### config.mk
export PLATFORM = sky130hd
export DESIGN_NAME = irq_prio_ctrl
export DESIGN_NICKNAME = d
export VERILOG_FILES = /design/src/rtl/irqc_pkg.sv /design/src/rtl/irqc_cfg.sv /design/src/rtl/irqc_req.sv /design/src/rtl/irqc_pick.sv /design/src/rtl/irqc_svc.sv /design/src/rtl/irq_prio_ctrl.sv
export SDC_FILE = /design/constraint.sdc
export NUM_CORES = 1
export LEC_CHECK = 0
export ABC_AREA = 1
export BUFFER_PORTS_ARGS = -buffer_cell sky130_fd_sc_hd__buf_2
export CAP_MARGIN = 20
export CORE_ASPECT_RATIO = 0.5
export CORE_MARGIN = 10
export CORE_UTILIZATION = 66
export CTS_BUF_LIST = sky130_fd_sc_hd__clkbuf_4 sky130_fd_sc_hd__clkbuf_8 sky130_fd_sc_hd__clkbuf_16
export DETAILED_ROUTE_END_ITERATION = 16
export GPL_ROUTABILITY_DRIVEN = 0
export PLACE_DENSITY_LB_ADDON = 0.12
export SYNTH_ARGS = -nofsm -noshare
export SYNTH_HDL_FRONTEND = slang
export SYNTH_HIERARCHICAL = 1
export SYNTH_SLANG_ARGS = --single-unit
### constraint.sdc
create_clock -name clk -period 9.35 [get_ports clk]
set_input_delay 0.4675 -clock clk [delete_from_list [all_inputs] [get_ports clk]]
set_output_delay 0.4675 -clock clk [all_outputs]
set_load 0.005 [all_outputs]
### src/rtl/irqc_pkg.sv
package irqc_pkg;

  typedef enum logic [1:0] {
    ST_READY = 2'd0,
    ST_BASE  = 2'd1,
    ST_LINK  = 2'd2,
    ST_EXTRA = 2'd3
  } init_st_t;

  // decoded operation word, one-cycle pulses
  typedef struct packed {
    logic eoi_ns;
    logic eoi_sp;
    logic rot_ns;
    logic rot_sp;
    logic set_prio;
    logic auto_on;
    logic auto_off;
  } op_cmd_t;

  localparam int unsigned BUS_W = 8;

endpackage

### src/rtl/irqc_cfg.sv
module irqc_cfg
  import irqc_pkg::*;
#(
  parameter int unsigned LEVELS = 8,
  localparam int unsigned LVL_W = $clog2(LEVELS)
) (
  input  logic                clk,
  input  logic                rst_n,
  input  logic                cs,
  input  logic                addr,
  input  logic                wr,
  input  logic [BUS_W-1:0]    wdata,
  output logic                level_mode,
  output logic                aeoi,
  output logic [BUS_W-1:0]    base,
  output logic [LEVELS-1:0]   mask,
  output logic                rd_isr,
  output logic                ready,
  output logic                init_clr,
  output op_cmd_t             cmd,
  output logic [LVL_W-1:0]    cmd_lvl
);

  init_st_t st;
  logic     cascade;
  logic     need_extra;
  logic     wr_en;
  logic     hi_wr;
  logic     op_wr;
  logic     sel_wr;

  assign wr_en    = cs & wr;
  assign init_clr = wr_en & ~addr & wdata[4];
  assign hi_wr    = wr_en & addr;
  assign op_wr    = wr_en & ~addr & ~wdata[4] & ~wdata[3] & (st == ST_READY);
  assign sel_wr   = wr_en & ~addr & ~wdata[4] &  wdata[3] & (st == ST_READY);
  assign ready    = (st == ST_READY);
  assign cmd_lvl  = wdata[LVL_W-1:0];

  always_comb begin
    cmd = '0;
    if (op_wr) begin
      unique case (wdata[7:5])
        3'b001:  cmd.eoi_ns   = 1'b1;
        3'b011:  cmd.eoi_sp   = 1'b1;
        3'b101:  cmd.rot_ns   = 1'b1;
        3'b111:  cmd.rot_sp   = 1'b1;
        3'b110:  cmd.set_prio = 1'b1;
        3'b100:  cmd.auto_on  = 1'b1;
        3'b000:  cmd.auto_off = 1'b1;
        default: cmd = '0;
      endcase
    end
  end

  always_ff @(posedge clk or negedge rst_n) begin
    if (!rst_n) begin
      st         <= ST_READY;
      level_mode <= 1'b0;
      aeoi       <= 1'b0;
      base       <= '0;
      mask       <= '1;
      rd_isr     <= 1'b0;
      cascade    <= 1'b0;
      need_extra <= 1'b0;
    end else if (init_clr) begin
      st         <= ST_BASE;
      level_mode <= wdata[3];
      cascade    <= ~wdata[1];
      need_extra <= wdata[0];
      aeoi       <= 1'b0;
      mask       <= '0;
      rd_isr     <= 1'b0;
    end else begin
      if (hi_wr) begin
        unique case (st)
          ST_BASE: begin
            base <= wdata;
            if (cascade)         st <= ST_LINK;
            else if (need_extra) st <= ST_EXTRA;
            else                 st <= ST_READY;
          end
          ST_LINK:  st <= need_extra ? ST_EXTRA : ST_READY;
          ST_EXTRA: begin
            aeoi <= wdata[1];
            st   <= ST_READY;
          end
          default:  mask <= wdata[LEVELS-1:0];
        endcase
      end
      if (sel_wr && wdata[1]) rd_isr <= wdata[0];
    end
  end

  a_r2_init_clears_mask: assert property (@(posedge clk) disable iff (!rst_n)
    init_clr |=> (mask == '0) && !ready);

  a_r3_mask_load: assert property (@(posedge clk) disable iff (!rst_n)
    (hi_wr && ready) |=> mask == $past(wdata[LEVELS-1:0]));

endmodule

### src/rtl/irqc_req.sv
module irqc_req #(
  parameter int unsigned LEVELS = 8
) (
  input  logic              clk,
  input  logic              rst_n,
  input  logic [LEVELS-1:0] irq_in,
  input  logic              level_mode,
  input  logic              clr,
  input  logic [LEVELS-1:0] ack_clr,
  output logic [LEVELS-1:0] irr
);

  logic [LEVELS-1:0] prev;

  always_ff @(posedge clk or negedge rst_n) begin
    if (!rst_n) begin
      prev <= '0;
      irr  <= '0;
    end else begin
      prev <= irq_in;
      if (clr)             irr <= '0;
      else if (level_mode) irr <= irq_in & ~ack_clr;
      else                 irr <= (irr & ~ack_clr) | (irq_in & ~prev);
    end
  end

  a_r11_no_relatch_while_high: assert property (@(posedge clk) disable iff (!rst_n)
    (!level_mode && !clr) |=> ((irr & ~$past(irr) & $past(prev)) == '0));

endmodule

### src/rtl/irqc_pick.sv
module irqc_pick #(
  parameter int unsigned LEVELS = 8,
  localparam int unsigned LVL_W = $clog2(LEVELS)
) (
  input  logic              clk,
  input  logic              rst_n,
  input  logic [LEVELS-1:0] req,
  input  logic [LVL_W-1:0]  top,
  output logic              valid,
  output logic [LVL_W-1:0]  level,
  output logic [LVL_W-1:0]  rank
);

  // scan from the lowest rank upward so the highest-ranked hit is kept last
  always_comb begin
    valid = 1'b0;
    level = '0;
    rank  = '0;
    for (int r = LEVELS - 1; r >= 0; r--) begin
      logic [LVL_W-1:0] idx;
      idx = top + LVL_W'(r);
      if (req[idx]) begin
        valid = 1'b1;
        level = idx;
        rank  = LVL_W'(r);
      end
    end
  end

  a_r4_pick_is_pending: assert property (@(posedge clk) disable iff (!rst_n)
    valid |-> req[level]);

endmodule

### src/rtl/irqc_svc.sv
module irqc_svc
  import irqc_pkg::*;
#(
  parameter int unsigned LEVELS = 8,
  localparam int unsigned LVL_W = $clog2(LEVELS)
) (
  input  logic              clk,
  input  logic              rst_n,
  input  logic              clr,
  input  logic              aeoi,
  input  logic              ack_fire,
  input  logic [LVL_W-1:0]  ack_lvl,
  input  op_cmd_t           cmd,
  input  logic [LVL_W-1:0]  cmd_lvl,
  input  logic              top_valid,
  input  logic [LVL_W-1:0]  top_lvl,
  output logic [LEVELS-1:0] isr,
  output logic [LVL_W-1:0]  low
);

  logic              auto_rot;
  logic [LEVELS-1:0] isr_n;
  logic [LVL_W-1:0]  low_n;
  logic              auto_n;

  always_comb begin
    isr_n  = isr;
    low_n  = low;
    auto_n = auto_rot;
    if (ack_fire) begin
      if (!aeoi)         isr_n[ack_lvl] = 1'b1;
      else if (auto_rot) low_n = ack_lvl;
    end
    if ((cmd.eoi_ns || cmd.rot_ns) && top_valid) begin
      isr_n[top_lvl] = 1'b0;
      if (cmd.rot_ns) low_n = top_lvl;
    end
    if (cmd.eoi_sp || cmd.rot_sp) begin
      isr_n[cmd_lvl] = 1'b0;
      if (cmd.rot_sp) low_n = cmd_lvl;
    end
    if (cmd.set_prio) low_n  = cmd_lvl;
    if (cmd.auto_on)  auto_n = 1'b1;
    if (cmd.auto_off) auto_n = 1'b0;
    if (clr) begin
      isr_n  = '0;
      low_n  = '1;
      auto_n = 1'b0;
    end
  end

  always_ff @(posedge clk or negedge rst_n) begin
    if (!rst_n) begin
      isr      <= '0;
      low      <= '1;
      auto_rot <= 1'b0;
    end else begin
      isr      <= isr_n;
      low      <= low_n;
      auto_rot <= auto_n;
    end
  end

  a_r5_one_new_service: assert property (@(posedge clk) disable iff (!rst_n)
    !clr |=> $countones(isr & ~$past(isr)) <= 1);

  a_r10_auto_end_sets_nothing: assert property (@(posedge clk) disable iff (!rst_n)
    (aeoi && ack_fire && !clr) |=> (isr & ~$past(isr)) == '0);

  a_r6_top_service_cleared: assert property (@(posedge clk) disable iff (!rst_n)
    (cmd.eoi_ns && top_valid && !clr) |=> !isr[$past(top_lvl)]);

  a_r8_lowest_taken: assert property (@(posedge clk) disable iff (!rst_n)
    (cmd.set_prio && !clr && !ack_fire) |=> low == $past(cmd_lvl));

endmodule

### src/rtl/irq_prio_ctrl.sv
module irq_prio_ctrl
  import irqc_pkg::*;
#(
  parameter int unsigned LEVELS = 8,
  localparam int unsigned LVL_W = $clog2(LEVELS)
) (
  input  logic              clk,
  input  logic              rst_n,
  input  logic [LEVELS-1:0] irq_in,
  input  logic              cs,
  input  logic              addr,
  input  logic              wr,
  input  logic              rd,
  input  logic [BUS_W-1:0]  wdata,
  output logic [BUS_W-1:0]  rdata,
  output logic              int_out,
  input  logic              ack,
  output logic              vec_valid,
  output logic [BUS_W-1:0]  vec
);

  logic              level_mode;
  logic              aeoi;
  logic [BUS_W-1:0]  base;
  logic [LEVELS-1:0] mask;
  logic              rd_isr;
  logic              ready;
  logic              init_clr;
  op_cmd_t           cmd;
  logic [LVL_W-1:0]  cmd_lvl;
  logic [LEVELS-1:0] irr;
  logic [LEVELS-1:0] isr;
  logic [LVL_W-1:0]  low;
  logic [LVL_W-1:0]  top;
  logic              pend_valid;
  logic [LVL_W-1:0]  pend_lvl;
  logic [LVL_W-1:0]  pend_rank;
  logic              svc_valid;
  logic [LVL_W-1:0]  svc_lvl;
  logic [LVL_W-1:0]  svc_rank;
  logic              ack_fire;
  logic [LEVELS-1:0] ack_clr;
  logic [BUS_W-1:0]  mask_b;
  logic [BUS_W-1:0]  irr_b;
  logic [BUS_W-1:0]  isr_b;

  irqc_cfg #(.LEVELS(LEVELS)) u_cfg (
    .clk(clk), .rst_n(rst_n), .cs(cs), .addr(addr), .wr(wr), .wdata(wdata),
    .level_mode(level_mode), .aeoi(aeoi), .base(base), .mask(mask),
    .rd_isr(rd_isr), .ready(ready), .init_clr(init_clr), .cmd(cmd), .cmd_lvl(cmd_lvl)
  );

  irqc_req #(.LEVELS(LEVELS)) u_req (
    .clk(clk), .rst_n(rst_n), .irq_in(irq_in), .level_mode(level_mode),
    .clr(init_clr), .ack_clr(ack_clr), .irr(irr)
  );

  assign top = low + LVL_W'(1);

  irqc_pick #(.LEVELS(LEVELS)) u_pick_req (
    .clk(clk), .rst_n(rst_n), .req(irr & ~mask), .top(top),
    .valid(pend_valid), .level(pend_lvl), .rank(pend_rank)
  );

  irqc_pick #(.LEVELS(LEVELS)) u_pick_svc (
    .clk(clk), .rst_n(rst_n), .req(isr), .top(top),
    .valid(svc_valid), .level(svc_lvl), .rank(svc_rank)
  );

  irqc_svc #(.LEVELS(LEVELS)) u_svc (
    .clk(clk), .rst_n(rst_n), .clr(init_clr), .aeoi(aeoi),
    .ack_fire(ack_fire), .ack_lvl(pend_lvl), .cmd(cmd), .cmd_lvl(cmd_lvl),
    .top_valid(svc_valid), .top_lvl(svc_lvl), .isr(isr), .low(low)
  );

  assign int_out  = ready && pend_valid && (!svc_valid || (pend_rank < svc_rank));
  assign ack_fire = ack && int_out;
  assign ack_clr  = ack_fire ? (LEVELS'(1) << pend_lvl) : '0;

  always_ff @(posedge clk or negedge rst_n) begin
    if (!rst_n) begin
      vec_valid <= 1'b0;
      vec       <= '0;
    end else begin
      vec_valid <= ack;
      if (ack) vec <= {base[BUS_W-1:LVL_W], (ack_fire ? pend_lvl : {LVL_W{1'b1}})};
    end
  end

  always_comb begin
    mask_b = '0;
    irr_b  = '0;
    isr_b  = '0;
    mask_b[LEVELS-1:0] = mask;
    irr_b[LEVELS-1:0]  = irr;
    isr_b[LEVELS-1:0]  = isr;
    if (!(cs && rd))  rdata = '0;
    else if (addr)    rdata = mask_b;
    else if (rd_isr)  rdata = isr_b;
    else              rdata = irr_b;
  end

  a_r5_vector_follows_ack: assert property (@(posedge clk) disable iff (!rst_n)
    ack |=> vec_valid);

  a_r5_no_vector_unasked: assert property (@(posedge clk) disable iff (!rst_n)
    !ack |=> !vec_valid);

  a_r4_int_needs_open_request: assert property (@(posedge clk) disable iff (!rst_n)
    int_out |-> (irr & ~mask) != '0);

endmodule

==> reports/metrics.csv <==
stage,metric,value,unit
power_and_ir_drop,p_leak,3.08,nW
drt,initialDrtViolationCount,561,
timing,report.final.hold_viol_count,0,
clock_tree,cts-buffers-inserted,9,
floorplan,die_area,11800,sq um
synth,syn_inst,780,
synth,synth_nets,810,
power_and_ir_drop,power_density,423,nW/um^2
power_and_ir_drop,total_power,2.36,mW
outcome,status,"finished, final reports clean",
placement,placed_area,5260,sq um
synth,yosysWarnings,6,
drt,wl_per_cell,14.9,um
clock_tree,clk_pin_slew,0.06,ns
timing,rsz0062_at_grt,false,
timing,tns,0,ns
final_layout,drive_above_1_share,22.6,%
floorplan,dieHeight,82.0,um
timing,skew,0.00838,ns
floorplan,initial_core_util,68.6,%
timing,drv_slew,0,
clock_tree,cts_root_buffer,clkbuf_16,
critical_path,crit_fanout,16,
critical_path,reg2reg_to,u_svc/low[2],
placement,dpl.hpwl,10.1,mm
global_routing,antenna_found_initial,0,
drt,drc,0,
hold_path,hp-class,in2async,
critical_path,critical-path-slowest-cell,xor2_2,
clock_tree,cts_resized,0,
critical_path,cpMostUsedCell,nand2_2,
power_and_ir_drop,vdd.ir_drop.worst,0.200,mV
drt,drt-total-wl,13.7,mm
floorplan,die_width,144,um
timing,period_share,46.9,%
drt,drt-vias-per-instance,5.65,
global_routing,top_usage_layer,met2,
timing,fmax,0.228,GHz
clock_tree,holdBufCountCts,0,
synth,synth.cell_area,5080,sq um
critical_path,cp.arrival,3.91,ns
timing,max-slew-margin-rel,27.2,%
floorplan,core,7400,sq um
critical_path,rr_worst_depth,24,
clock_tree,cts_tree,yes,
critical_path,end_kind,primary output,
floorplan,ios,41,
global_routing,track_usage,23.0,%
global_routing,grt_pass1_vias,4554,
critical_path,critPathLaunchType,flop,
global_routing,grt_use_met2,37.2,%
final_layout,num_antenna_cells,0,
critical_path,required,8.88,ns
global_routing,met3_usage,5.35,%
critical_path,reg2reg_from,u_svc/low[0],
critical_path,path_class,reg2out,
drt,vias,5177,
clock_tree,clk_latency,0.33,ns
synth,post_synth.cell_area_avg,6.51,sq um
floorplan,placementRows,22,
placement,portBuffers,40,
flow_run,drv_cap,0,
clock_tree,cts_setup_buffers,0,
final_layout,areaGrowthSynthToFinish,9.92,%
timing,worst_slew_pin_slew,1.09,ns
drt,first_pass_iters,6,
clock_tree,cts_buffer_depth,2,
global_routing,grt.overflow.total,0,
critical_path,cp_cell_sequence,ha_1 -> xor2_2 -> inv_4 -> nand2_1 -> nand2_1 -> nand3_1 -> nand2_2 -> nor2_1 -> inv_1 -> nor3_1 -> nor2_1 -> ha_1 -> a21oi_2 -> nand2_2 -> nand2_4 -> nand2_2 -> inv_2 -> buf_2,
timing,fin_crit,4.38,ns
global_routing,gr-usage-met1,30.3,%
clock_tree,cts.sinks,57,
global_routing,grt_pass1_wl,21.9,mm
global_routing,grt_max_degree,58,
critical_path,timing.reg2reg.setup_slack,5.05,ns
final_layout,nets,845,
timing,setup_violations,0,
critical_path,max_stage_delay,0.85,ns
clock_tree,htreeDepth,3,
final_layout,final_area,5590,sq um
drt,ant_nets,0,
final_layout,fill_cells,589,
## flip-flops by register name, summed over array words and instances (netlist names)
register,cells
u_cfg/level_mode,1
u_cfg/aeoi,1
u_req/irr,8
vec,8
u_cfg/need_extra,1
u_cfg/base,5
u_req/prev,8
u_cfg/rd_isr,1
u_cfg/cascade,1
vec_valid,1
u_cfg/mask,8
u_svc/isr,8
u_svc/low,3
u_cfg/st,2
u_svc/auto_rot,1
## how the worst max path moves through the flow
stage | start | end | slack, ns | depth (start not counted)
2_1_floorplan | u_svc/low[0] | u_svc/isr[2] | 5.71 | 26
3_3_place_gp | u_svc/low[0] | u_svc/low[1] | 5.36 | 27
3_5_place_dp | u_svc/low[0] | u_svc/isr[5] | 5.23 | 23
4_1_cts | u_svc/low[0] | int_out | 5.01 | 18
5_1_grt | u_svc/low[0] | int_out | 4.75 | 20
6_report | u_svc/low[0] | int_out | 4.97 | 18
## per-layer routing
layer / share of wire (%) / wire [um]
met5: 0 / 0
met4: 1.4 / 198
met3: 12 / 1580
met2: 44 / 6070
met1: 42 / 5800
## per-stage QoR
step | hold slack (ns) | instances | utilization (%) | setup WS [ns]
floorplan | 0.172 | 780 | - | 5.71
global placement | 0.455 | 900 | 71.0 | 5.36
detailed placement | 0.462 | 900 | 71.0 | 5.23
CTS | 0.268 | 916 | 75.4 | 5.01
global route | 0.270 | 916 | 75.4 | 4.75
finish | 0.271 | 916 | 75.4 | 4.97
## worst max-delay path: cells and delay by family (launching register included)
family	cells	cell delay (ns)
AOI/OAI and AO/OA	1	0.16
xor gates and xnor gates	1	0.85
adders and majority gates	2	0.53
buffers and inverters	4	0.38
DFF	1	0.54
and+or+nand+nor	10	1.11
## power by group
group	switching [mW]	total, mW	internal, mW
Combinational	1.10	1.60	0.503
Sequential	0.0734	0.404	0.330
Clock	0.119	0.360	0.241
## cells in the final DEF, fill, tap and decap left out
| cell type | n |
|---|---|
| buf_4 | 3 |
| nand4_1 | 8 |
| nand4_2 | 1 |
| inv_6 | 1 |
| nand3_4 | 1 |
| ha_1 | 7 |
| clkinv_4 | 1 |
| clkbuf_8 | 1 |
| o21ai_2 | 10 |
| nand2_2 | 25 |
| inv_1 | 120 |
| nand3_2 | 28 |
| inv_2 | 14 |
| xor2_2 | 3 |
| nand3_1 | 94 |
| a21oi_1 | 26 |
| inv_12 | 2 |
| nor2_4 | 3 |
| nor2_1 | 88 |
| or2_1 | 3 |
| buf_2 | 40 |
| a21oi_2 | 5 |
| nor2_2 | 11 |
| dfrtp_1 | 46 |
| o21bai_1 | 6 |
| nor3_1 | 4 |
| xnor2_1 | 2 |
| clkinv_2 | 1 |
| dfstp_2 | 11 |
| nand2_4 | 6 |
| clkbuf_16 | 9 |
| clkinvlp_4 | 1 |
| bufinv_16 | 2 |
| a21boi_2 | 2 |
| inv_4 | 4 |
| nand2_1 | 202 |
| o21ai_0 | 5 |
| o21ai_1 | 24 |
## cell type report
| cell class | instances | area [sq um] | share of cell area [%] |
|---|---|---|---|
| multi-input combinational | 564 | 2910 | 52.2 |
| sequential | 57 | 1440 | 25.8 |
| inverter | 140 | 561 | 10.0 |
| clock buffer | 10 | 239 | 4.28 |
| timing repair buffer | 43 | 223 | 3.99 |
| tap | 96 | 120 | 2.15 |
| clock inverter | 6 | 90.1 | 1.61 |
Note: power is estimated with default switching activity, not from simulation.
